===== src/rtl/spi_seq_pkg.sv =====
package spi_seq_pkg;
  localparam int WORD_W = 32;
  localparam int CNT_W  = 15;

  typedef enum logic [1:0] {ST_IDLE, ST_FETCH, ST_RUN} seq_state_e;

  typedef struct packed {
    logic [CNT_W-1:0] count;
    logic             last;
    logic [3:0]       next_idx;
    logic [1:0]       unit_sz;
    logic             close_cs;
    logic             rx_en;
    logic [1:0]       tx_src;
    logic [1:0]       width;
  } desc_t;

  function automatic logic [7:0] unit_bits(input logic [1:0] sz);
    case (sz)
      2'd0:    return 8'd1;
      2'd1:    return 8'd8;
      2'd2:    return 8'd32;
      default: return 8'd128;
    endcase
  endfunction
endpackage


===== src/rtl/spi_desc_regfile.sv =====
module spi_desc_regfile #(
  parameter int NUM_DESC = 16,
  parameter int WORD_W   = 32,
  localparam int IDX_W   = $clog2(NUM_DESC)
) (
  input  logic              clk_i,
  input  logic              rst_ni,
  input  logic              we_i,
  input  logic [IDX_W-1:0]  widx_i,
  input  logic [WORD_W-1:0] wdata_i,
  input  logic [IDX_W-1:0]  ridx_i,
  output logic [WORD_W-1:0] rdata_o
);
  logic [WORD_W-1:0] mem [NUM_DESC];

  for (genvar g = 0; g < NUM_DESC; g++) begin : g_entry
    always_ff @(posedge clk_i or negedge rst_ni) begin
      if (!rst_ni) mem[g] <= '0;
      else if (we_i && (widx_i == IDX_W'(g))) mem[g] <= wdata_i;
    end
  end

  assign rdata_o = mem[ridx_i];
endmodule


===== src/rtl/spi_desc_check.sv =====
module spi_desc_check
  import spi_seq_pkg::*;
(
  input  logic [WORD_W-1:0] word_i,
  input  logic              force_last_i,
  output desc_t             desc_o,
  output logic              ok_o
);
  logic unused_bits;
  assign unused_bits = ^{word_i[8:7], word_i[5:4]};

  always_comb begin
    desc_o.width    = word_i[1:0];
    desc_o.tx_src   = word_i[3:2];
    desc_o.rx_en    = word_i[6];
    desc_o.close_cs = word_i[9];
    desc_o.unit_sz  = word_i[11:10];
    desc_o.next_idx = word_i[15:12];
    desc_o.last     = word_i[16] | force_last_i;
    desc_o.count    = word_i[31:17];
    // a descriptor must move data in at least one direction and at least one unit
    ok_o = ((word_i[3:2] != 2'd0) || word_i[6]) && (word_i[31:17] != '0);
  end
endmodule


===== src/rtl/spi_seq_ctrl.sv =====
module spi_seq_ctrl
  import spi_seq_pkg::*;
#(
  parameter int NUM_DESC = 16,
  localparam int IDX_W   = $clog2(NUM_DESC)
) (
  input  logic             clk_i,
  input  logic             rst_ni,
  input  logic             start_i,
  input  logic             stop_i,
  input  logic [IDX_W-1:0] first_idx_i,
  input  desc_t            fetch_desc_i,
  input  logic             fetch_ok_i,
  input  logic             unit_ack_i,
  input  logic             clr_done_i,
  input  logic             clr_err_i,
  output logic [IDX_W-1:0] idx_o,
  output desc_t            cur_o,
  output logic             unit_req_o,
  output logic             cs_o,
  output logic             done_o,
  output logic             err_o,
  output logic             active_o
);
  seq_state_e       state_q;
  logic [CNT_W-1:0] remain_q;
  logic             stop_pend_q;
  logic             stop_any;

  assign stop_any   = stop_i | stop_pend_q;
  assign unit_req_o = (state_q == ST_RUN);
  assign active_o   = (state_q != ST_IDLE);

  always_ff @(posedge clk_i or negedge rst_ni) begin
    if (!rst_ni) begin
      state_q     <= ST_IDLE;
      idx_o       <= '0;
      cur_o       <= '0;
      remain_q    <= '0;
      stop_pend_q <= 1'b0;
      cs_o        <= 1'b0;
      done_o      <= 1'b0;
      err_o       <= 1'b0;
    end else begin
      if (clr_done_i) done_o <= 1'b0;
      if (clr_err_i)  err_o  <= 1'b0;
      case (state_q)
        ST_IDLE: begin
          if (start_i) begin
            state_q     <= ST_FETCH;
            idx_o       <= first_idx_i;
            stop_pend_q <= 1'b0;
          end
        end
        ST_FETCH: begin
          if (stop_any) begin
            state_q <= ST_IDLE;
            cs_o    <= 1'b0;
            done_o  <= 1'b1;
          end else if (!fetch_ok_i) begin
            state_q <= ST_IDLE;
            cs_o    <= 1'b0;
            err_o   <= 1'b1;
          end else begin
            state_q  <= ST_RUN;
            cur_o    <= fetch_desc_i;
            remain_q <= fetch_desc_i.count;
            cs_o     <= 1'b1;
          end
        end
        ST_RUN: begin
          if (stop_i) stop_pend_q <= 1'b1;
          if (unit_ack_i) begin
            if (stop_any) begin
              state_q <= ST_IDLE;
              cs_o    <= 1'b0;
              done_o  <= 1'b1;
            end else if (remain_q == CNT_W'(1)) begin
              if (cur_o.close_cs) cs_o <= 1'b0;
              if (cur_o.last) begin
                state_q <= ST_IDLE;
                done_o  <= 1'b1;
              end else begin
                state_q <= ST_FETCH;
                idx_o   <= IDX_W'(cur_o.next_idx);
              end
            end else begin
              remain_q <= remain_q - CNT_W'(1);
            end
          end
        end
        default: state_q <= ST_IDLE;
      endcase
    end
  end
endmodule


===== src/rtl/spi_desc_seq.sv =====
module spi_desc_seq
  import spi_seq_pkg::*;
#(
  parameter int NUM_DESC = 16,
  localparam int IDX_W   = $clog2(NUM_DESC)
) (
  input  logic        clk_i,
  input  logic        rst_ni,
  input  logic        desc_we_i,
  input  logic [3:0]  desc_widx_i,
  input  logic [31:0] desc_wdata_i,
  input  logic        ctrl_we_i,
  input  logic [31:0] ctrl_wdata_i,
  input  logic [2:0]  exec_i,
  input  logic [31:0] status_clr_i,
  input  logic        unit_ack_i,
  output logic        unit_req_o,
  output logic [1:0]  unit_width_o,
  output logic [1:0]  unit_tx_src_o,
  output logic        unit_rx_en_o,
  output logic [7:0]  unit_bits_o,
  output logic        cs_o,
  output logic        fifo_clr_o,
  output logic [31:0] status_o
);
  logic [31:0]      ctrl_q;
  logic [31:0]      mem_word;
  logic [31:0]      fetch_word;
  logic             chain_mode;
  logic [IDX_W-1:0] rd_idx;
  desc_t            fetch_desc;
  desc_t            cur_desc;
  logic             fetch_ok;
  logic             done, err, active;
  logic [3:0]       idx_ext;
  logic             unused_clr;

  assign unused_clr = ^{status_clr_i[31:5], status_clr_i[3:1]};

  always_ff @(posedge clk_i or negedge rst_ni) begin
    if (!rst_ni) begin
      ctrl_q     <= '0;
      fifo_clr_o <= 1'b0;
    end else begin
      if (ctrl_we_i) ctrl_q <= ctrl_wdata_i;
      fifo_clr_o <= exec_i[2];
    end
  end

  assign chain_mode = ctrl_q[16];
  assign fetch_word = chain_mode ? mem_word : ctrl_q;

  spi_desc_regfile #(.NUM_DESC(NUM_DESC), .WORD_W(WORD_W)) i_regfile (
    .clk_i  (clk_i),
    .rst_ni (rst_ni),
    .we_i   (desc_we_i),
    .widx_i (IDX_W'(desc_widx_i)),
    .wdata_i(desc_wdata_i),
    .ridx_i (rd_idx),
    .rdata_o(mem_word)
  );

  spi_desc_check i_check (
    .word_i      (fetch_word),
    .force_last_i(~chain_mode),
    .desc_o      (fetch_desc),
    .ok_o        (fetch_ok)
  );

  spi_seq_ctrl #(.NUM_DESC(NUM_DESC)) i_ctrl (
    .clk_i       (clk_i),
    .rst_ni      (rst_ni),
    .start_i     (exec_i[0]),
    .stop_i      (exec_i[1]),
    .first_idx_i (IDX_W'(ctrl_q[15:12])),
    .fetch_desc_i(fetch_desc),
    .fetch_ok_i  (fetch_ok),
    .unit_ack_i  (unit_ack_i),
    .clr_done_i  (status_clr_i[0]),
    .clr_err_i   (status_clr_i[4]),
    .idx_o       (rd_idx),
    .cur_o       (cur_desc),
    .unit_req_o  (unit_req_o),
    .cs_o        (cs_o),
    .done_o      (done),
    .err_o       (err),
    .active_o    (active)
  );

  assign unit_width_o  = cur_desc.width;
  assign unit_tx_src_o = cur_desc.tx_src;
  assign unit_rx_en_o  = cur_desc.rx_en;
  assign unit_bits_o   = unit_bits(cur_desc.unit_sz);

  assign idx_ext  = 4'(rd_idx);
  assign status_o = {4'b0, idx_ext, 7'b0, active, 11'b0, err, 3'b0, done};
endmodule


===== config.mk =====
export PLATFORM = sky130hd
export DESIGN_NAME = spi_desc_seq
export DESIGN_NICKNAME = d
export VERILOG_FILES = /design/src/rtl/spi_seq_pkg.sv /design/src/rtl/spi_desc_regfile.sv /design/src/rtl/spi_desc_check.sv /design/src/rtl/spi_seq_ctrl.sv /design/src/rtl/spi_desc_seq.sv
export SDC_FILE = /design/constraint.sdc
export NUM_CORES = 1
export LEC_CHECK = 0
export BUFFER_PORTS_ARGS = -buffer_cell sky130_fd_sc_hd__buf_2
export CORE_MARGIN = 8
export CORE_UTILIZATION = 59
export CTS_BUF_LIST = sky130_fd_sc_hd__clkbuf_8
export DETAILED_ROUTE_END_ITERATION = 7
export GPL_TIMING_DRIVEN = 0
export PLACE_DENSITY = 0.78
export SLEW_MARGIN = 20
export SYNTH_ARGS = -nofsm -noshare
export SYNTH_HDL_FRONTEND = slang
export SYNTH_SLANG_ARGS = --single-unit

===== constraint.sdc =====
create_clock -name clk_i -period 4.4 [get_ports clk_i]
set_clock_uncertainty 0.2 [all_clocks]
set_input_delay 0.44 -clock clk_i [delete_from_list [all_inputs] [get_ports clk_i]]
set_output_delay 0.44 -clock clk_i [all_outputs]
set_load 0.02 [all_outputs]

==> run summary, run 1 <==
## Worst setup path
• **Largest delay share family, worst path** compound AO/OA/AOI/OAI gates
• **worst-path maximum fanout** 10
• **critical path data arrival time** 4500 ps
• **FF-to-FF Start** i_ctrl.idx_o[1]
• **max incr delay on CP** 530 ps
• **Critical Path Most Common Cell** sky130_fd_sc_hd__buf_4
• **sort of element at the end of the critical path** register
• **Register-to-Register Path Depth** 12
• **sort of element at the start of the critical path** register
• **master of the slowest instance on the critical path** sky130_fd_sc_hd__dfrtp_1
• **ordered cell list for the critical path** buf_4 > buf_4 > buf_2 > mux4_2 > o211ai_1 > o221ai_1 > nor4_1 > and4b_1 > buf_6 > o21ai_2 > a41o_1 > a222oi_1
• **required time of the worst setup path** 4700 ps
• **Bufs and invs on worst path** 4
• **reg-to-reg endpoint** i_ctrl.remain_q[11]
• **register-to-register setup slack** 200 ps
• **kind of critical path** register to register

## Placed design
• **last weighted congestion value of the routability-driven placer** 0.902
• **placed instance count** 2285
• **number of port buffers** 87
• **estimated wirelength of the detail-placed design** 40200 microns

## Floorplanning
• **floorplan die area** 47500 sq um
• **die height** 218 microns
• **effective utilization at floorplan** 59.3%
• **Boundary Pins** 156
• **Std-Cell Core Area** 40600 sq um
• **number of placement rows** 74
• **Die Width** 218 microns

## Clocking
• **Post-CTS Resized** 0
• **number of buffers inserted during clock tree synthesis** 86
• **clock tree from TritonCTS** built
• **clock sinks** 515
• **CTS Hold Buffers Added** 64
• **setup bufs post-CTS** 0
• **CTS clk-pin slew, worst paths** 60 ps
• **maximum buffer depth of the clock tree** 3
• **worst skew pair latency** 640 ps
• **cell chosen for the clock root** sky130_fd_sc_hd__clkbuf_8
• **H-tree Lvls** 3

## Route
• **total iterations of the first detailed-routing run** 6
• **via count** 15096
• **routed length on met2** 29400 microns
• **met3 WL** 4490 microns
• **detail-routed net length per standard cell** 24.3 microns
• **initial drt markers** 1263
• **Top Layer Used** met5
• **antenna viol nets, final** 0
• **Routed WL** 61000 microns
• **Avg Vias per Cell** 6.02
• **# DRC** 0
• **WL met1** 25900 microns

## Timing
• **number of endpoints with negative hold slack in the final report** 0
• **setup repair after global routing missed its margin** false
• **worst hold slack** 47.0 ps
• **Worst Tran Pin Value** 1080 ps
• **worst slew slack as a fraction of its limit** 28.1%
• **Achievable Freq** 238 MHz
• **Final Max Tran Viols** 0
• **final critical-path share of the clock period** 95.5%
• **final count of negative-setup-slack endpoints** 0
• **setup TNS** 0 ps
• **shortest clock period the worst path allows after layout** 4200 ps

## Cells and area
• **proportion of layout cells with a drive suffix above 1** 44.9%
• **number of fill cells in the layout** 2810
• **number of standard cells in the layout, taps in and fillers out** 2506
• **area added between synthesis and finish** 15.7%
• **fin nets** 2019
• **total inserted antenna cells** 0

## Hold path
• **number of instances on the worst hold path** 2
• **worst hold start** ctrl_we_i
• **Worst Hold End** ctrl_q[28]
• **type of the worst min-delay path** primary input to register

## Synthesis
• **share of the yosys chip area belonging to registers** 53.6%
• **syn_area_per_cell** 14.7 sq um
• **number of register bits inferred by synthesis** 515
• **number of warnings printed during yosys synthesis** 0
• **Post-Synthesis Cells** 1633
• **most used standard cells in the synthesized netlist** sky130_fd_sc_hd__dfrtp_1 (515), sky130_fd_sc_hd__mux2_2 (478), sky130_fd_sc_hd__mux4_2 (106), sky130_fd_sc_hd__clkbuf_1 (80), sky130_fd_sc_hd__nand2_1 (62)
• **area of the mapped netlist** 24000 sq um
• **post-synthesis cell type with the largest combined area** sky130_fd_sc_hd__dfrtp_1
• **share of async-settable or async-resettable flops after synthesis** 100%
• **share of the synthesized area in the top cell type** 53.6%
• **number of flops mapped to enable cells by yosys** 0
• **biggest area contributors in the synthesized netlist** sky130_fd_sc_hd__dfrtp_1 (54%), sky130_fd_sc_hd__mux2_2 (22%), sky130_fd_sc_hd__mux4_2 (9.9%)
• **primary flip-flop cell chosen by synthesis mapping** sky130_fd_sc_hd__dfrtp_1
• **Netlist cell types** 63
• **most repeated cell in the gate-level netlist after synthesis** sky130_fd_sc_hd__dfrtp_1

## Global route
• **largest net degree at the start of global routing** 103
• **vias in the first global route** 16290
• **initial antenna violation count** 1
• **global-route total usage across every layer** 26.2%
• **global-route wire length before repair** 95500 microns
• **grt ovf** 0

## Power and ir drop
• **power density over the cells** 598 nW/um^2
• **cell leakage power** 12.4 nW
• **Pwr Total** 16.6 mW
• **Max rail drop VDD** 255 uV

## Run
• **number of violations of the max-capacitance limit** 0

## Run status
• **outcome** finished clean

==> layer usage <==
layer / track usage [%] / up-vias
li1: - / 6551
met1: 36.1 / 7940
met2: 41.4 / 499
met3: 6.39 / 104
met4: 7.59 / 2
met5: 0 / -
==> worst max path at each step <==
| stage | start | slack [ps] | cells past startpoint | to |
|---|---|---|---|---|
| 2_1_floorplan | i_ctrl.idx_o[0] | 1160 | 10 | i_ctrl.cur_o[12] |
| 3_3_place_gp | rst_ni | -7400 | 1 | i_regfile.mem[160] |
| 3_5_place_dp | i_ctrl.idx_o[1] | 230 | 12 | i_ctrl.remain_q[11] |
| 4_1_cts | i_ctrl.idx_o[1] | 220 | 12 | i_ctrl.remain_q[11] |
| 5_1_grt | i_ctrl.idx_o[1] | 80 | 12 | i_ctrl.remain_q[11] |
| 6_report | i_ctrl.idx_o[1] | 200 | 12 | i_ctrl.remain_q[11] |
==> cell families after synthesis <==
family | after synthesis | share of synthesized area [%]
other | 1 | 0.0156
adders and majority gates | 6 | 0.312
DFF | 515 | 53.6
buffers and inverters | 176 | 3.79
and+or+nand+nor | 177 | 3.61
AOI/OAI and AO/OA | 118 | 3.33
muxes | 640 | 35.3
==> power breakdown <==
part	leakage [nW]	total (mW)	internal (mW)	switching (mW)
clock	1.02	4.24	2.31	1.92
combinational	5.07	5.81	2.97	2.83
sequential	6.29	6.58	5.90	0.682
==> metrics by stage <==
step | setup slack (ps) | instance area, sq um | utilization (%)
6_report | 199 | 27800 | 68.6
5_1_grt | 80.7 | 27800 | 68.6
4_1_cts | 216 | 27800 | 68.6
3_5_place_dp | 232 | 25400 | 62.7
3_3_place_gp | -7400 | 25200 | 62.2
2_1_floorplan | 1160 | 24100 | -
==> placed cells by master (no fill, tap or decap), types with 8 or more instances in the layout <==
cell type	count
sky130_fd_sc_hd__inv_1	54
sky130_fd_sc_hd__o21ai_0	21
sky130_fd_sc_hd__conb_1	29
sky130_fd_sc_hd__dfrtp_1	515
sky130_fd_sc_hd__mux4_2	106
sky130_fd_sc_hd__clkbuf_1	79
sky130_fd_sc_hd__dlygate4sd3_1	64
sky130_fd_sc_hd__nand2_1	62
sky130_fd_sc_hd__and3_1	8
sky130_fd_sc_hd__buf_4	45
sky130_fd_sc_hd__nor3_1	11
sky130_fd_sc_hd__mux2_2	478
sky130_fd_sc_hd__a21oi_1	33
sky130_fd_sc_hd__buf_2	103
sky130_fd_sc_hd__nor4_1	8
sky130_fd_sc_hd__nor2_2	9
sky130_fd_sc_hd__mux2i_1	46
sky130_fd_sc_hd__nor2_1	33
sky130_fd_sc_hd__mux4_1	10
sky130_fd_sc_hd__clkbuf_8	111
==> sequential cells by signal, indices dropped and copies added, names as in the netlist, 2 cells and up <==
| register | count |
|---|---|
| ctrl_q | 28 |
| i_ctrl.cur_o | 13 |
| i_ctrl.idx_o | 4 |
| i_ctrl.remain_q | 15 |
| i_ctrl.state_q | 2 |
| i_regfile.mem | 448 |
==> worst register-to-register path: cells and delay by family (launching register included) <==
family	cells	cell delay (ps)
multiplexers	1	380
flip-flops	1	530
buffers and inverters	4	1060
AO/OA/AOI/OAI	5	1230
AND/OR/NAND/NOR	2	670
==> layout make-up <==
class | instances | area, sq um | share of cell area, %
Multi-Input combinational cell | 970 | 10400 | 37.3
Timing Repair Buffer | 156 | 1220 | 4.40
Tap cell | 532 | 666 | 2.39
Clock inverter | 46 | 221 | 0.796
Clock buffer | 111 | 1530 | 5.49
Inverter | 21 | 78.8 | 0.283
Buffer | 155 | 835 | 3.00
Sequential cell | 515 | 12900 | 46.3
Note: power is estimated with default switching activity, not from simulation.
==> run 2, diff against run 1 <==
--- a/config.mk
+++ b/config.mk
@@ -5,6 +5,7 @@
 export SDC_FILE = /design/constraint.sdc
 export NUM_CORES = 1
 export LEC_CHECK = 0
+export ABC_AREA = 1
 export BUFFER_PORTS_ARGS = -buffer_cell sky130_fd_sc_hd__buf_2
 export CORE_MARGIN = 8
 export CORE_UTILIZATION = 59
==> run 2 against run 1 <==
Net effect:
- the flow now finishes with violations (DRC)
- sequential power shrank 2%
- global-route usage grew 11 points
- register-to-register slack lost 40 ps
- critical endpoint is now i_ctrl.err_o
- maximum frequency shrank 1.0%
- setup slack lost 43 ps
- clock power is essentially flat
- first-iteration DRC count grew to 2.7 times the previous value
- utilization grew 0.59 points
- critical path depth grew 1
- final cell count grew 51%
- worst hold slack gained 28 ps
- sequential cell count is the same
==> run summary, run 2 <==
## Run status
• **outcome** complete, but fails checks, was finished clean
• **violated checks** DRC

## Placed design
• **last weighted congestion value of the routability-driven placer** 0.969, was 0.902
• **DP Area** 25200 sq um, was 25400 sq um
• **estimated wirelength of the detail-placed design** 57400 microns, was 40200 microns
• **number of port buffers** 87, unchanged
• **pre-CTS setup slack** 723 ps, was 232 ps

## Worst setup path
• **sort of element at the start of the critical path** register, unchanged
• **required time of the worst setup path** 4760 ps, was 4700 ps
• **sort of element at the end of the critical path** register, unchanged
• **Bufs and invs on worst path** 4, unchanged
• **critical path data arrival time** 4600 ps, was 4500 ps
• **worst-path maximum fanout** 10, unchanged
• **Critical Path Most Common Cell** sky130_fd_sc_hd__nand2_1, was sky130_fd_sc_hd__buf_4
• **max incr delay on CP** 600 ps, was 530 ps
• **Largest delay share family, worst path** buffers and inverters, was compound AO/OA/AOI/OAI gates
• **kind of critical path** register to register, unchanged
• **ordered cell list for the critical path** clkbuf_1 > clkbuf_2 > nand2_1 > nand3_1 > o21ai_0 > nand3_1 > nor2_1 > nand2_1 > nand2_1 > nand2_2 > buf_2 > o22ai_1 > dlygate4sd3_1, was buf_4 > buf_4 > buf_2 > mux4_2 > o211ai_1 > o221ai_1 > nor4_1 > and4b_1 > buf_6 > o21ai_2 > a41o_1 > a222oi_1
• **master of the slowest instance on the critical path** sky130_fd_sc_hd__clkbuf_1, was sky130_fd_sc_hd__dfrtp_1

## Global route
• **global-route wire length before repair** 133000 microns, was 95500 microns
• **global-route total usage across every layer** 36.9%, was 26.2%
• **vias in the first global route** 23139, was 16290
• **grt ovf** 0, unchanged
• **largest net degree at the start of global routing** 97, was 103
• **initial antenna violation count** 0, was 1

## Cells and area
• **Final Core Density** 69.1%, was 68.6%
• **Finished Cell Area** 27500 sq um, was 27800 sq um
• **number of fill cells in the layout** 3273, was 2810
• **most used cells in the layout excluding fill and tap cells** sky130_fd_sc_hd__nand2_1 (876), sky130_fd_sc_hd__o21ai_0 (571), sky130_fd_sc_hd__dfrtp_1 (515), was sky130_fd_sc_hd__dfrtp_1 (515), sky130_fd_sc_hd__mux2_2 (478), sky130_fd_sc_hd__clkbuf_8 (111)
• **largest registers** i_regfile.mem: 448 flops, ctrl_q: 28 flops, i_ctrl.remain_q: 15 flops, unchanged
• **leading cell type in the layout, fill and taps excluded** sky130_fd_sc_hd__nand2_1, was sky130_fd_sc_hd__dfrtp_1
• **max FFs per register** 448, unchanged
• **total inserted antenna cells** 0, unchanged
• **fin nets** 3304, was 2019
• **area added between synthesis and finish** 15.7%, about the same
• **register containing the most flip-flops in the final layout** i_regfile.mem, unchanged
• **proportion of layout cells with a drive suffix above 1** 10.2%, was 44.9%

## Timing
• **Worst Tran Pin Value** 1150 ps, was 1080 ps
• **Achievable Freq** 236 MHz, was 238 MHz
• **final critical-path share of the clock period** 96.4%, was 95.5%
• **Final Max Tran Viols** 0, unchanged
• **number of endpoints with negative hold slack in the final report** 0, unchanged
• **worst slew slack as a fraction of its limit** 23.6%, was 28.1%
• **setup repair after global routing missed its margin** false, unchanged
• **shortest clock period the worst path allows after layout** 4240 ps, was 4200 ps
• **setup slack after layout** 156 ps, was 199 ps
• **final count of negative-setup-slack endpoints** 0, unchanged

## Clocking
• **cell chosen for the clock root** sky130_fd_sc_hd__clkbuf_8, unchanged
• **number of buffers inserted during clock tree synthesis** 86, unchanged
• **setup bufs post-CTS** 0, unchanged
• **maximum buffer depth of the clock tree** 3, unchanged
• **worst skew pair latency** 690 ps, was 640 ps
• **clock sinks** 515, unchanged
• **H-tree Lvls** 3, unchanged
• **clock tree from TritonCTS** built, unchanged
• **CTS clk-pin slew, worst paths** 60 ps, about the same

## Synthesis
• **share of async-settable or async-resettable flops after synthesis** 100%, unchanged
• **number of flops mapped to enable cells by yosys** 0, unchanged
• **most repeated cell in the gate-level netlist after synthesis** sky130_fd_sc_hd__nand2_1, was sky130_fd_sc_hd__dfrtp_1
• **primary flip-flop cell chosen by synthesis mapping** sky130_fd_sc_hd__dfrtp_1, unchanged
• **biggest area contributors in the synthesized netlist** sky130_fd_sc_hd__dfrtp_1 (54%), sky130_fd_sc_hd__nand2_1 (14%), sky130_fd_sc_hd__o21ai_0 (12%), was sky130_fd_sc_hd__dfrtp_1 (54%), sky130_fd_sc_hd__mux2_2 (22%), sky130_fd_sc_hd__mux4_2 (9.9%)
• **number of warnings printed during yosys synthesis** 0, unchanged
• **syn_area_per_cell** 8.17 sq um, was 14.7 sq um
• **post-synthesis cell type with the largest combined area** sky130_fd_sc_hd__dfrtp_1, unchanged
• **most used standard cells in the synthesized netlist** sky130_fd_sc_hd__nand2_1 (876), sky130_fd_sc_hd__o21ai_0 (571), sky130_fd_sc_hd__dfrtp_1 (515), sky130_fd_sc_hd__nand3_1 (243), sky130_fd_sc_hd__clkbuf_1 (173), was sky130_fd_sc_hd__dfrtp_1 (515), sky130_fd_sc_hd__mux2_2 (478), sky130_fd_sc_hd__mux4_2 (106), sky130_fd_sc_hd__clkbuf_1 (80), sky130_fd_sc_hd__nand2_1 (62)
• **number of register bits inferred by synthesis** 515, unchanged
• **share of the synthesized area in the top cell type** 54.1%, was 53.6%
• **Netlist cell types** 36, was 63
• **share of the yosys chip area belonging to registers** 54.1%, was 53.6%
• **Post-Synthesis Cells** 2914, was 1633
• **area of the mapped netlist** 23800 sq um, was 24000 sq um

## Floorplanning
• **effective utilization at floorplan** 59.8%, was 59.3%
• **floorplan die area** 47000 sq um, was 47500 sq um
• **number of placement rows** 73, was 74
• **Die Width** 217 microns, was 218 microns
• **die height** 217 microns, was 218 microns
• **Boundary Pins** 156, unchanged
• **Std-Cell Core Area** 39800 sq um, was 40600 sq um

## Route
• **initial drt markers** 3350, was 1263
• **Avg Vias per Cell** 6.19, was 6.02
• **Routed WL** 87100 microns, was 61000 microns
• **total iterations of the first detailed-routing run** 8, was 6
• **detail-routed net length per standard cell** 23.0 microns, was 24.3 microns
• **via count** 23397, was 15096
• **antenna viol nets, final** 0, unchanged
• **# DRC** 2, was 0

## Hold path
• **type of the worst min-delay path** primary input to register, unchanged

## Power and ir drop
• **power density over the cells** 614 nW/um^2, was 598 nW/um^2
• **cell leakage power** 13.3 nW, was 12.4 nW
• **Max rail drop VDD** 376 uV, was 255 uV

## Run
• **number of violations of the max-capacitance limit** 0, unchanged

[run 2: cell types whose count changed after synthesis, moves of 19 or more]
cell                       before  now
sky130_fd_sc_hd__inv_1         19   96
sky130_fd_sc_hd__o21ai_0       21  571
sky130_fd_sc_hd__a21oi_1       33   62
sky130_fd_sc_hd__nor2_1        42  159
sky130_fd_sc_hd__nand2_1       62  876
sky130_fd_sc_hd__mux2i_1       46    1
sky130_fd_sc_hd__o221ai_1       2   26
sky130_fd_sc_hd__nand3_1        6  243
sky130_fd_sc_hd__mux2_2       478   19
sky130_fd_sc_hd__clkbuf_1      80  173
sky130_fd_sc_hd__mux4_2       106    0
sky130_fd_sc_hd__o211ai_1       2   21
[run 2: layout make-up]
| class | instances | area, sq um | share of cell area (%) |
|---|---|---|---|
| tap | 525 | 657 | 2.39 |
| multi-input combinational | 2056 | 9340 | 33.9 |
| inverter | 100 | 375 | 1.36 |
| timing repair buffer | 160 | 1280 | 4.65 |
| buffer | 271 | 1310 | 4.75 |
| sequential | 515 | 12900 | 46.8 |
| clock inverter | 42 | 188 | 0.682 |
| clock buffer | 109 | 1500 | 5.45 |
[run 2: cell families (layout without fill, tap and decap cells)]
logic type               Yosys count  in the layout  synth area share [%]
AO/OA/AOI/OAI                    707            707                  15.6
XOR/XNOR                           3              3                 0.110
adder cells (fa/ha/maj)            6              6                 0.315
buffers and inverters            371            682                  7.06
flip-flops                       515            515                  54.1
multiplexers                      20             20                 0.941
other                              1             29                0.0158
AND/OR/NAND/NOR                 1291           1291                  21.8
[run 2: stage by stage]
step	total power [mW]	TNS (ps)	hold slack, ps	cells
floorplan	10.2	0	-55.6	2942
global placement	12.2	-3858880	257	3554
detailed placement	12.4	0	111	3560
CTS	16.6	0	30.1	3778
global route	17.7	0	95.8	3778
finish	16.9	0	75.2	3778
[run 2: worst min-delay path, stage by stage]
cell and delay, ps:
sky130_fd_sc_hd__buf_2 110, sky130_fd_sc_hd__nand2_1 60, sky130_fd_sc_hd__o21ai_0 110, sky130_fd_sc_hd__nand2_1 70, sky130_fd_sc_hd__nand2_1 50, sky130_fd_sc_hd__o21ai_0 70
[run 2: power by group]
part | internal [mW] | total [mW] | switching, mW
Sequential | 5.78 | 6.45 | 0.668
Combinational | 1.97 | 6.24 | 4.28
Clock | 2.22 | 4.21 | 1.99
Total | 9.96 | 16.9 | 6.93
[run 2: path summary, 6_finish.rpt]
| kind | slack [ps] | end | startpoint | cells after the start |
|---|---|---|---|---|
| min in group asynchronous | 530 | i_regfile.mem[77] | rst_ni | 3 |
| max in group asynchronous | 1850 | i_regfile.mem[88] | rst_ni | 6 |
| max | 160 | i_ctrl.err_o | i_ctrl.idx_o[3] | 13 |
| min reg2reg | 280 | i_regfile.mem[266] | i_regfile.mem[266] | 2 |
| min | 80 | i_ctrl.cs_o | unit_ack_i | 6 |
| max reg2reg | 160 | i_ctrl.err_o | i_ctrl.idx_o[3] | 13 |
[run 2: timing repair]
item / in CTS / in global routing
setup endpoints to repair: 0 / 1
endpoints found under the hold margin: 409 / 0
resized for setup: 0 / 3
hold buffers: 67 / 0
[run 2: metal layers]
| metal | routed length, microns | GRT usage, % | vias to the layer above |
|---|---|---|---|
| met3 | 11700 | 12.5 | 440 |
| met2 | 37600 | 54.3 | 1780 |
| met4 | 7130 | 27.7 | 0 |
| li1 | - | - | 10098 |
| met5 | 0 | 0 | - |
| met1 | 30600 | 44.9 | 11079 |
